===== config.mk =====
export PLATFORM = sky130hd
export DESIGN_NAME = ext_dispatch
export DESIGN_NICKNAME = d
export VERILOG_FILES = /design/src/rtl/ext_pkg.sv /design/src/rtl/ext_iface_cfg.sv /design/src/rtl/ext_handle_tbl.sv /design/src/rtl/ext_dispatch.sv
export SDC_FILE = /design/constraint.sdc
export NUM_CORES = 1
export LEC_CHECK = 0
export ABC_AREA = 1
export BUFFER_PORTS_ARGS = -buffer_cell sky130_fd_sc_hd__buf_2
export CORE_MARGIN = 2
export CORE_UTILIZATION = 50
export CTS_CLUSTER_SIZE = 12
export DETAILED_ROUTE_END_ITERATION = 12
export PLACE_DENSITY = 0.76
export SLEW_MARGIN = 20
export SYNTH_ARGS = -nofsm -noshare
export SYNTH_HDL_FRONTEND = slang
export SYNTH_SLANG_ARGS = --single-unit

===== constraint.sdc =====
create_clock -name clk -period 4.8 [get_ports clk]
set_clock_uncertainty 0.2 [all_clocks]
set_input_delay 0.24 -clock clk [delete_from_list [all_inputs] [get_ports clk]]
set_output_delay 0.24 -clock clk [all_outputs]
set_load 0.01 [all_outputs]

===== src/rtl/ext_pkg.sv =====
package ext_pkg;
  localparam int ID_W    = 20;
  localparam int SLOTS   = 8;
  localparam int RBITS_W = 25;
  localparam int ARG_W   = 12;

  typedef enum logic [1:0] {K_CTL = 2'd0, K_OPEN = 2'd1, K_CLOSE = 2'd2, K_RSVD = 2'd3} kind_e;
  typedef enum logic [2:0] {
    ST_OK = 3'd0, ST_OPEN_NOIF = 3'd1, ST_OPEN_FULL = 3'd2,
    ST_EXC_NOIF = 3'd3, ST_EXC_NOINSN = 3'd4
  } status_e;
  typedef enum logic [1:0] {S_IDLE = 2'd0, S_SEND = 2'd1, S_WAIT = 2'd2} fsm_e;
endpackage


===== src/rtl/ext_iface_cfg.sv =====
module ext_iface_cfg #(
  parameter int NUM_IF = 4,
  parameter int IF_W   = 2
) (
  input  logic            clk,
  input  logic            rst,
  input  logic            cfg_we,
  input  logic [IF_W-1:0] cfg_idx,
  input  logic            cfg_en,
  input  logic [19:0]     cfg_id,
  input  logic [7:0]      cfg_slots,
  input  logic            cfg_shut,
  input  logic [19:0]     look_id,
  output logic            look_hit,
  output logic [IF_W-1:0] look_idx,
  input  logic [IF_W-1:0] sel_idx,
  output logic [7:0]      sel_slots,
  output logic            sel_shut
);
  logic [NUM_IF-1:0] en_q;
  logic [19:0]       id_q    [NUM_IF];
  logic [7:0]        slots_q [NUM_IF];
  logic [NUM_IF-1:0] shut_q;

  always_ff @(posedge clk) begin
    if (rst) en_q <= '0;
    else if (cfg_we) en_q[cfg_idx] <= cfg_en;
  end

  always_ff @(posedge clk) begin
    if (cfg_we) begin
      id_q[cfg_idx]    <= cfg_id;
      slots_q[cfg_idx] <= cfg_slots;
      shut_q[cfg_idx]  <= cfg_shut;
    end
  end

  // lowest-index enabled match wins
  always_comb begin
    look_hit = 1'b0;
    look_idx = '0;
    for (int i = NUM_IF - 1; i >= 0; i--) begin
      if (en_q[i] && id_q[i] == look_id) begin
        look_hit = 1'b1;
        look_idx = IF_W'(i);
      end
    end
  end

  assign sel_slots = slots_q[sel_idx];
  assign sel_shut  = shut_q[sel_idx];
endmodule


===== src/rtl/ext_handle_tbl.sv =====
module ext_handle_tbl #(
  parameter int HANDLES = 16,
  parameter int HW      = 4,
  parameter int IF_W    = 2,
  parameter int ASID_W  = 8
) (
  input  logic              clk,
  input  logic              rst,
  input  logic              alloc,
  input  logic [HW-1:0]     alloc_idx,
  input  logic [IF_W-1:0]   alloc_if,
  input  logic [ASID_W-1:0] alloc_asid,
  input  logic              clr,
  input  logic [HW-1:0]     clr_idx,
  input  logic [HW-1:0]     rd_idx,
  output logic              rd_vld,
  output logic [IF_W-1:0]   rd_if,
  output logic [ASID_W-1:0] rd_asid,
  output logic              free_ok,
  output logic [HW-1:0]     free_idx
);
  logic [HANDLES-1:0] vld_q;
  logic [IF_W-1:0]    if_mem   [HANDLES];
  logic [ASID_W-1:0]  asid_mem [HANDLES];

  always_ff @(posedge clk) begin
    if (rst) vld_q <= '0;
    else begin
      if (alloc) vld_q[alloc_idx] <= 1'b1;
      if (clr)   vld_q[clr_idx]   <= 1'b0;
    end
  end

  always_ff @(posedge clk) begin
    if (alloc) begin
      if_mem[alloc_idx]   <= alloc_if;
      asid_mem[alloc_idx] <= alloc_asid;
    end
  end

  assign rd_vld  = vld_q[rd_idx];
  assign rd_if   = if_mem[rd_idx];
  assign rd_asid = asid_mem[rd_idx];

  always_comb begin
    free_ok  = 1'b0;
    free_idx = '0;
    for (int i = HANDLES - 1; i >= 0; i--) begin
      if (!vld_q[i]) begin
        free_ok  = 1'b1;
        free_idx = HW'(i);
      end
    end
  end
endmodule


===== src/rtl/ext_dispatch.sv =====
module ext_dispatch #(
  parameter int NUM_IF  = 4,
  parameter int HANDLES = 16,
  parameter int ASID_W  = 8,
  localparam int IF_W   = (NUM_IF > 1) ? $clog2(NUM_IF) : 1,
  localparam int HW     = (HANDLES > 1) ? $clog2(HANDLES) : 1
) (
  input  logic              clk,
  input  logic              rst,
  input  logic              cfg_we,
  input  logic [IF_W-1:0]   cfg_idx,
  input  logic              cfg_en,
  input  logic [19:0]       cfg_id,
  input  logic [7:0]        cfg_slots,
  input  logic              cfg_shut,
  input  logic              req_valid,
  output logic              req_ready,
  input  logic [1:0]        req_kind,
  input  logic [2:0]        req_slot,
  input  logic [31:0]       req_insn,
  input  logic [31:0]       req_rs1,
  input  logic [ASID_W-1:0] req_asid,
  output logic              rsp_valid,
  output logic [2:0]        rsp_status,
  output logic [31:0]       rsp_data,
  output logic              busy,
  output logic              dev_valid,
  input  logic              dev_ready,
  output logic              dev_shut,
  output logic [IF_W-1:0]   dev_if,
  output logic [2:0]        dev_slot,
  output logic [24:0]       dev_rbits,
  output logic [11:0]       dev_arg,
  input  logic              dev_resp_valid,
  input  logic [31:0]       dev_result
);
  import ext_pkg::*;

  fsm_e             state_q;
  logic             acc;
  logic [HW-1:0]    hsel;
  logic             look_hit;
  logic [IF_W-1:0]  look_idx;
  logic [7:0]       sel_slots;
  logic             sel_shut;
  logic             rd_vld, free_ok;
  logic [IF_W-1:0]  rd_if;
  logic [ASID_W-1:0] rd_asid;
  logic [HW-1:0]    free_idx;
  logic             owned;

  logic             go_dev, dec_shut, do_alloc, do_clr;
  status_e          loc_st;
  logic [31:0]      loc_dat;
  logic             shut_ok, clr_any;
  logic [HW-1:0]    clr_idx, pend_h_q;

  assign acc       = req_valid && (state_q == S_IDLE);
  assign req_ready = (state_q == S_IDLE);
  assign busy      = (state_q != S_IDLE);
  assign hsel      = req_rs1[HW-1:0];
  assign owned     = rd_vld && (rd_asid == req_asid);

  ext_iface_cfg #(.NUM_IF(NUM_IF), .IF_W(IF_W)) u_cfg (
    .clk(clk), .rst(rst),
    .cfg_we(cfg_we), .cfg_idx(cfg_idx), .cfg_en(cfg_en), .cfg_id(cfg_id),
    .cfg_slots(cfg_slots), .cfg_shut(cfg_shut),
    .look_id(req_rs1[19:0]), .look_hit(look_hit), .look_idx(look_idx),
    .sel_idx(rd_if), .sel_slots(sel_slots), .sel_shut(sel_shut)
  );

  ext_handle_tbl #(.HANDLES(HANDLES), .HW(HW), .IF_W(IF_W), .ASID_W(ASID_W)) u_tbl (
    .clk(clk), .rst(rst),
    .alloc(acc && do_alloc), .alloc_idx(free_idx), .alloc_if(look_idx), .alloc_asid(req_asid),
    .clr(clr_any), .clr_idx(clr_idx),
    .rd_idx(hsel), .rd_vld(rd_vld), .rd_if(rd_if), .rd_asid(rd_asid),
    .free_ok(free_ok), .free_idx(free_idx)
  );

  // request decision
  always_comb begin
    go_dev   = 1'b0;
    dec_shut = 1'b0;
    do_alloc = 1'b0;
    do_clr   = 1'b0;
    loc_st   = ST_OK;
    loc_dat  = '0;
    case (kind_e'(req_kind))
      K_OPEN: begin
        if (!look_hit)     loc_st = ST_OPEN_NOIF;
        else if (!free_ok) loc_st = ST_OPEN_FULL;
        else begin
          do_alloc = 1'b1;
          loc_dat  = 32'(free_idx);
        end
      end
      K_CLOSE: begin
        if (!owned) loc_dat = '1;
        else if (!sel_shut) do_clr = 1'b1;
        else begin
          go_dev   = 1'b1;
          dec_shut = 1'b1;
        end
      end
      K_CTL: begin
        if (!owned) loc_st = ST_EXC_NOIF;
        else if (!sel_slots[req_slot]) loc_st = ST_EXC_NOINSN;
        else go_dev = 1'b1;
      end
      default: loc_st = ST_EXC_NOINSN;
    endcase
  end

  assign shut_ok = (state_q == S_WAIT) && dev_resp_valid && dev_shut && (dev_result == '0);
  assign clr_any = shut_ok || (acc && do_clr);
  assign clr_idx = shut_ok ? pend_h_q : hsel;

  always_ff @(posedge clk) begin
    if (rst) begin
      state_q    <= S_IDLE;
      rsp_valid  <= 1'b0;
      rsp_status <= '0;
      rsp_data   <= '0;
      dev_valid  <= 1'b0;
      dev_shut   <= 1'b0;
      dev_if     <= '0;
      dev_slot   <= '0;
      dev_rbits  <= '0;
      dev_arg    <= '0;
      pend_h_q   <= '0;
    end else begin
      rsp_valid <= 1'b0;
      case (state_q)
        S_IDLE: if (acc) begin
          if (go_dev) begin
            dev_valid <= 1'b1;
            dev_shut  <= dec_shut;
            dev_if    <= rd_if;
            dev_slot  <= req_slot;
            dev_rbits <= req_insn[31:7];
            dev_arg   <= req_rs1[31:20];
            pend_h_q  <= hsel;
            state_q   <= S_SEND;
          end else begin
            rsp_valid  <= 1'b1;
            rsp_status <= loc_st;
            rsp_data   <= loc_dat;
          end
        end
        S_SEND: if (dev_ready) begin
          dev_valid <= 1'b0;
          state_q   <= S_WAIT;
        end
        S_WAIT: if (dev_resp_valid) begin
          rsp_valid  <= 1'b1;
          rsp_status <= ST_OK;
          rsp_data   <= dev_result;
          state_q    <= S_IDLE;
        end
        default: state_q <= S_IDLE;
      endcase
    end
  end
endmodule


== After elaboration in Yosys (flattened, before gate mapping) ==
Memories as Yosys holds them, arrays and structs flattened.
Index checks and enable logic that the tools add are counted.

* Flip-flop bits (word level): 110
* Bits in writable memories: 272
* Input bits: 147
* Output and inout bits: 82
* Logic and storage cells: 173
* Memories: 4

* $lt $le $gt $ge: 9
* Equality and inequality tests: 14
* Muxes and demuxes: 104
* Bitwise logic cells: 3
* Reductions and logical operators: 25

{| class="wikitable"
|+ Memories
! memory !! words !! width !! rd ports !! clocked after memory_dff !! wr ports !! RTL line !! source
|-
| u_tbl.asid_mem || 16 || 8 || 1 || 0 || 1 || ext_handle_tbl.sv:24 || <nowiki>logic [ASID_W-1:0] asid_mem [HANDLES];</nowiki>
|-
| u_cfg.id_q || 4 || 20 || 4 || 0 || 1 || ext_iface_cfg.sv:21 || <nowiki>logic [19:0] id_q [NUM_IF];</nowiki>
|-
| u_cfg.slots_q || 4 || 8 || 1 || 0 || 1 || ext_iface_cfg.sv:22 || <nowiki>logic [7:0] slots_q [NUM_IF];</nowiki>
|-
| u_tbl.if_mem || 16 || 2 || 1 || 0 || 1 || ext_handle_tbl.sv:23 || <nowiki>logic [IF_W-1:0] if_mem [HANDLES];</nowiki>
|}

{| class="wikitable"
|+ Operators with widths
! cell !! count
|-
| 2-to-1 mux 32 bit || 4
|-
| case mux 32 bit (2 select lines) || 2
|-
| == test 20 bit || 4
|-
| 2-to-1 mux 4 bit || 19
|-
| 2-to-1 mux 16 bit || 3
|-
| 2-to-1 mux 1 bit || 47
|-
| zero test 32 bit || 1
|-
| 2-to-1 mux 2 bit || 10
|-
| bitwise AND 16 bit || 1
|-
| NOT 16 bit || 1
|-
| OR 16 bit || 1
|-
| less-than comparator 4 x 5 -> 1 bit (second input constant) || 3
|-
| 2-to-1 mux 3 bit || 5
|-
| logical AND 1 bit || 14
|-
| AND reduction 4 bit || 3
|-
| case mux 3 bit (3 select lines) || 1
|-
| bitwise mux 4 bit || 2
|-
| demux 1 bit (select 4 bit) || 2
|-
| == test 8 bit || 1
|-
| greater-or-equal comparator 4 x 1 -> 1 bit (second input constant) || 2
|-
| less-than comparator 2 x 3 -> 1 bit (second input constant) || 2
|-
| inequality test 2 bit (second input constant) || 3
|-
| case mux 1 bit (2 select lines) || 3
|-
| case mux 2 bit (3 select lines) || 1
|-
| 14 further kinds || 20
|}

== Longest topological paths before layout ==
* Depth in word-level cells: 25
* Depth in mapped cells: 24
* Depth with buffers taken out: 20

== By module ==
A second synthesis with hierarchy kept.

* Cell total of the unflattened synthesis: 1651
* Area, all modules: 16693.5 µm²

{| class="wikitable"
|+ Modules (own cells, without submodules)
! module !! times used !! cells an instance !! area an instance (µm²) !! seq. area each (µm²)
|-
| ext_handle_tbl || 1 || 593 || 7438.4 || 5124.9
|-
| ext_iface_cfg || 1 || 476 || 5176.2 || 3563.4
|-
| ext_dispatch || 1 || 582 || 4078.9 || 1721.7
|}

== Worst setup path after synthesis ==
OpenSTA, ideal clock, no wires.

* Path kind: input to register
* Start point: input port cfg_idx[1]
* End point: memory u_cfg.id_q[0][0], enable pin
* Library setup time: 456 ps
* Arrival time: 2400 ps
* Required time: 4144 ps
* Path slack: 1745 ps
* Stages: 1
* Path buffers: 0
* Cells stage by stage: nor3_1

{| class="wikitable"
|+ RTL lines
! what !! RTL line !! source
|-
| start, declared || ext_dispatch.sv:11 || <nowiki>input logic [IF_W-1:0] cfg_idx,</nowiki>
|-
| end, declared || ext_iface_cfg.sv:21 ||
|}

Straight into the memory's write port.

== Worst setup path in the final report ==
* Start point: input port req_rs1[0]
* End point: register dev_slot[1]

* Longest elaborated chain between the ends: 8
* Elaborated cells on any way between the ends: 17
* Classes of those cells: eq/ne (1); mux (11); reduce/logical (2); memory (3)

{| class="wikitable"
|+ RTL lines
! what !! RTL line !! source
|-
| start, declared || ext_dispatch.sv:21 || <nowiki>input logic [31:0] req_rs1,</nowiki>
|-
| memory read (16 x 2 bit) || n/a ||
|-
| memory read (4 x 8 bit) || n/a ||
|-
| binary-select mux 1 bit (select 3 bit) || ext_dispatch.sv:107 || <nowiki>else if (!sel_slots[req_slot]) loc_st = ST_EXC_NOINSN;</nowiki>
|-
| 2-to-1 mux 1 bit (not written as such) || ext_dispatch.sv:107 ||
|-
| 2-to-1 mux 1 bit || ext_dispatch.sv:107 ||
|-
| 2-to-1 mux 1 bit || ext_dispatch.sv:106 || <nowiki>if (!owned) loc_st = ST_EXC_NOIF;</nowiki>
|-
| case mux 1 bit (2 select lines) * || ext_dispatch.sv:88 || <nowiki>case (kind_e'(req_kind))</nowiki>
|-
| AND reduction 3 bit (no source line) * || n/a ||
|-
| end signal, assigned || ext_dispatch.sv:139 || <nowiki>dev_slot <= req_slot;</nowiki>
|-
| end, declared || ext_dispatch.sv:31 || <nowiki>output logic [2:0] dev_slot,</nowiki>
|}

Mark *: on every way between the ends. The rest lies on a longest branch, timed or not. The select of a mux whose other input is x is not followed.
A chain may end at the register's enable or synchronous reset.

==> impl_metrics.py <==
metrics = {
    "clocking": {
        "clkTransAtPathRegs_ps": 60,
        "cts_tree": "yes",
        "root_buffer": "clkbuf_16",
        "numCtsBuffers": 41,
        "cts-htree-levels": 2,
        "cts_sinks": 382,
        "clk_latency_ps": 540,
        "cts_max_path_buffers": 3,
    },
    "timing": {
        "setup_ws_ps": 390,
        "setup_viol": 0,
        "rsz0062_at_grt": "false",
        "drv_slew": 0,
        "setup_tns_ps": 0,
        "worst_pin_slew_ps": 907,
        "max_slew_margin_pct": 38.9,
        "report.final.hold_viol_count": 0,
        "fin_crit_ps": 4410,
        "finalCritPeriodShare_pct": 91.9,
        "timing.fmax_ghz": 0.227,
    },
    "global_routing": {
        "grt_pass1_wl_um": 71700,
        "grt_pass1_vias": 13902,
        "grt_max_degree": 85,
        "grt_antenna_before_repair": 3,
        "grtUsageTotal_pct": 25.6,
        "grt-ovfl-total": 0,
    },
    "detailed_routing": {
        "wl_um": 46300,
        "viasPerCell": 5.39,
        "routed-via-count": 14145,
        "drtIter0Drc": 1201,
        "drc_errors": 0,
        "wl_per_cell_um": 17.7,
        "dr.pass1.iters": 6,
        "postRouteAntennaNets": 0,
    },
    "critical_path": {
        "r2r_cells": 15,
        "r2r_start": "u_tbl.if_mem[13][0]$_DFFE_PP_",
        "r2r-end": "dev_slot[1]$_SDFFE_PP0P_",
        "cp_data_required_time_ps": 5020,
        "crit_type": "in -> reg",
        "r2r_slack_ps": 830,
        "startpoint_type": "primary input",
        "crit_path_end_kind": "flop",
        "cp_max_fo": 29,
        "arrival_ps": 4630,
    },
    "yosys": {
        "synth_ff_type": "edfxtp_1",
        "synthCells": 1805,
        "yosysSeqAreaShare_pct": 61.2,
        "syn_nets": 1956,
        "synth_edf_count": 276,
        "synth_compound_area_share_pct": 9.78,
        "synth_fa_ha_area_share_pct": 0.294,
        "ys_ff_latch": 382,
        "avgSynthCellArea_sq_um": 9.42,
        "yosys_warnings": 0,
        "syn_area_sq_um": 17000,
        "synthDistinctLibCells": 44,
        "synthArstFlopShare_pct": 0,
        "synth_top_family_by_area": "simple AND/OR/NAND/NOR gates",
        "synthSimpleGateAreaFrac_pct": 19.1,
        "synth_xor_area_share_pct": 1.29,
        "synthMuxAreaShare_pct": 0,
    },
    "power": {
        "p_leak_nw": 8.73,
        "switching_share_pct": 23.2,
        "p_seq_share_pct": 50.9,
        "comb_power_share_pct": 8.8,
        "p_total_mw": 7.14,
        "clkPwrFrac_pct": 40.3,
        "internal-power_mw": 5.49,
        "powerDensity_nw_per_um2": 342,
        "switchingPower_mw": 1.66,
        "max-vdd-ir-drop_uv": 311,
    },
    "hold_path": {
        "min_path_type": "in -> reg",
        "hold_depth": 5,
        "hold_start": "dev_result[15]",
        "whs_endpoint": "rsp_data[15]$_SDFFE_PP0P_",
    },
    "floorplan": {
        "die-area_sq_um": 35500,
        "io_pins": 229,
        "dieHeight_um": 188,
        "rows": 67,
        "die_w_um": 188,
        "initial_utilization_pct": 50.7,
        "core_area_sq_um": 33500,
    },
    "job": {
        "maxCapViolations": 0,
    },
    "cells_and_area": {
        "drive_gt1_share_pct": 16.0,
        "final_common_cell": "nor2_1",
        "final_cell_mix": "nor2_1, edfxtp_1, nand2_1",
        "area_growth_pct": 22.9,
        "final_area_sq_um": 20900,
        "layout.nets": 2293,
    },
    "placement": {
        "dp_hpwl_um": 28900,
        "io_buffers": 221,
        "preCtsSetupSlack_ps": 653,
        "placed_area_sq_um": 18500,
        "gp_congestion": 0.934,
    },
    "status": {
        "status": "completed",
    },
}
timing repair:
| action | CTS | global route |
|---|---|---|
| endpoints found under the hold margin | 330 | 0 |
| endpoints found under the setup margin | 0 | 1 |
| setup buffers | 0 | 0 |
| gates resized for setup | 0 | 8 |
| hold buffers | 115 | 0 |
metal layers:
layer	track usage (%)	share of wire (%)	wire [um]	up-vias
met2	44.3	49	22700	650
li1	-	-	-	6706
met5	0	0	0	-
met3	4.19	7.2	3330	176
met4	12.8	5.1	2360	0
met1	31.1	39	18000	6613
power groups by stage:
stage | sequential [mW] | clock [mW] | combinational (mW)
2_1_floorplan | 3.71 | 0 | 0.324
3_3_place_gp | 3.70 | 0 | 0.524
3_5_place_dp | 3.70 | 0 | 0.536
4_1_cts | 3.63 | 2.91 | 0.613
5_1_grt | 3.64 | 3.04 | 0.690
6_report | 3.64 | 2.88 | 0.628
stage by stage:
step / util, % / instances / hold WS (ps)
after floorplan: - / 1805 / 139
after global placement: 55.2 / 2432 / 244
after detailed placement: 55.2 / 2432 / 243
after CTS: 62.2 / 2619 / 39.0
after global routing: 62.3 / 2622 / 123
final: 62.3 / 2622 / 73.6
final cells by class:
type | instances | area [sq um]
antenna | 3 | 7.51
clock buffer | 62 | 1140
clock inverter | 10 | 60.1
fill | 2669 | 12600
inverter | 246 | 926
multi-input combinational | 1097 | 5230
sequential | 382 | 10400
tap | 448 | 561
timing repair buffer | 374 | 2560
worst max-delay path, cell delays in order:
cell and delay, ps:
dlygate4sd3_1 540, buf_4 230, inv_4 280, buf_6 290, nor2_1 70, nor2_1 80, o21ai_1 70, o211ai_1 80
nand3_1 140, nand3_1 180, nand2_1 90, nor2_2 240, nand3_2 230, nor2_2 170, nand2_2 100, nand2_4 100
nand3_4 160, o21ai_1 170, dlygate4sd3_1 560, nor2_1 40, dlygate4sd3_1 550
how the worst max path moves through the flow:
stage | from | to | slack [ps] | cells past startpoint
after floorplan | cfg_idx[1] | u_cfg.id_q[0][0]$_DFFE_PP_ | 1740 | 1
after global placement | req_rs1[0] | rsp_data[31]$_SDFFE_PP0P_ | 670 | 16
after detailed placement | req_rs1[0] | rsp_data[14]$_SDFFE_PP0P_ | 650 | 16
after CTS | req_rs1[0] | dev_slot[1]$_SDFFE_PP0P_ | 20 | 18
after global routing | req_rs1[0] | dev_slot[1]$_SDFFE_PP0P_ | 30 | 20
final | req_rs1[0] | dev_slot[1]$_SDFFE_PP0P_ | 390 | 21
cells in the mapped netlist, types with 2 or more instances:
master     instances  area share, %
xnor2_1           14           0.72
buf_4             10           0.44
o211ai_1          27            1.2
o21ai_0          110            3.2
nor3_1            22           0.65
o21ai_1           86            2.5
a211oi_1           2          0.088
inv_2              6           0.13
nor2_1           295            6.5
a21boi_0           2          0.088
nand2_1          273            6.0
nand4_1           22           0.81
o2111ai_1          6           0.31
o221ai_1           5           0.26
ha_1               4           0.29
o21a_1             3           0.13
a21oi_1           37            1.1
nor4_1             6           0.22
and3_1             2          0.074
nand3_1          130            3.8
xor2_1            11           0.57
nand3_2            3           0.18
buf_1              3          0.066
clkbuf_1          25           0.55
inv_1            238            5.3
or2_2             10           0.37
o22ai_1           14           0.52
edfxtp_1         276             49
buf_2             27           0.79
nand2_2            2          0.074
nand3b_1           2          0.088
buf_6             15           0.99
dfxtp_1          106             12
sequential cells by signal (all words and copies together) (netlist names), 3 cells and up:
name / count
dev_arg: 12
dev_rbits: 25
dev_slot: 3
pend_h_q: 4
rsp_data: 32
rsp_status: 3
u_cfg.en_q: 4
u_cfg.id_q: 80
u_cfg.shut_q: 4
u_cfg.slots_q: 32
u_tbl.asid_mem: 128
u_tbl.if_mem: 32
u_tbl.vld_q: 16
cells by family (layout without fill, tap and decap cells):
kind of cell,after synthesis,in the layout
compound gates,296,296
xor+xnor,25,25
fa+ha+maj,4,4
buf+inv,326,692
flops,382,382
other cells,0,3
simple gates,772,772
Note: power is estimated with default switching activity, not from simulation.
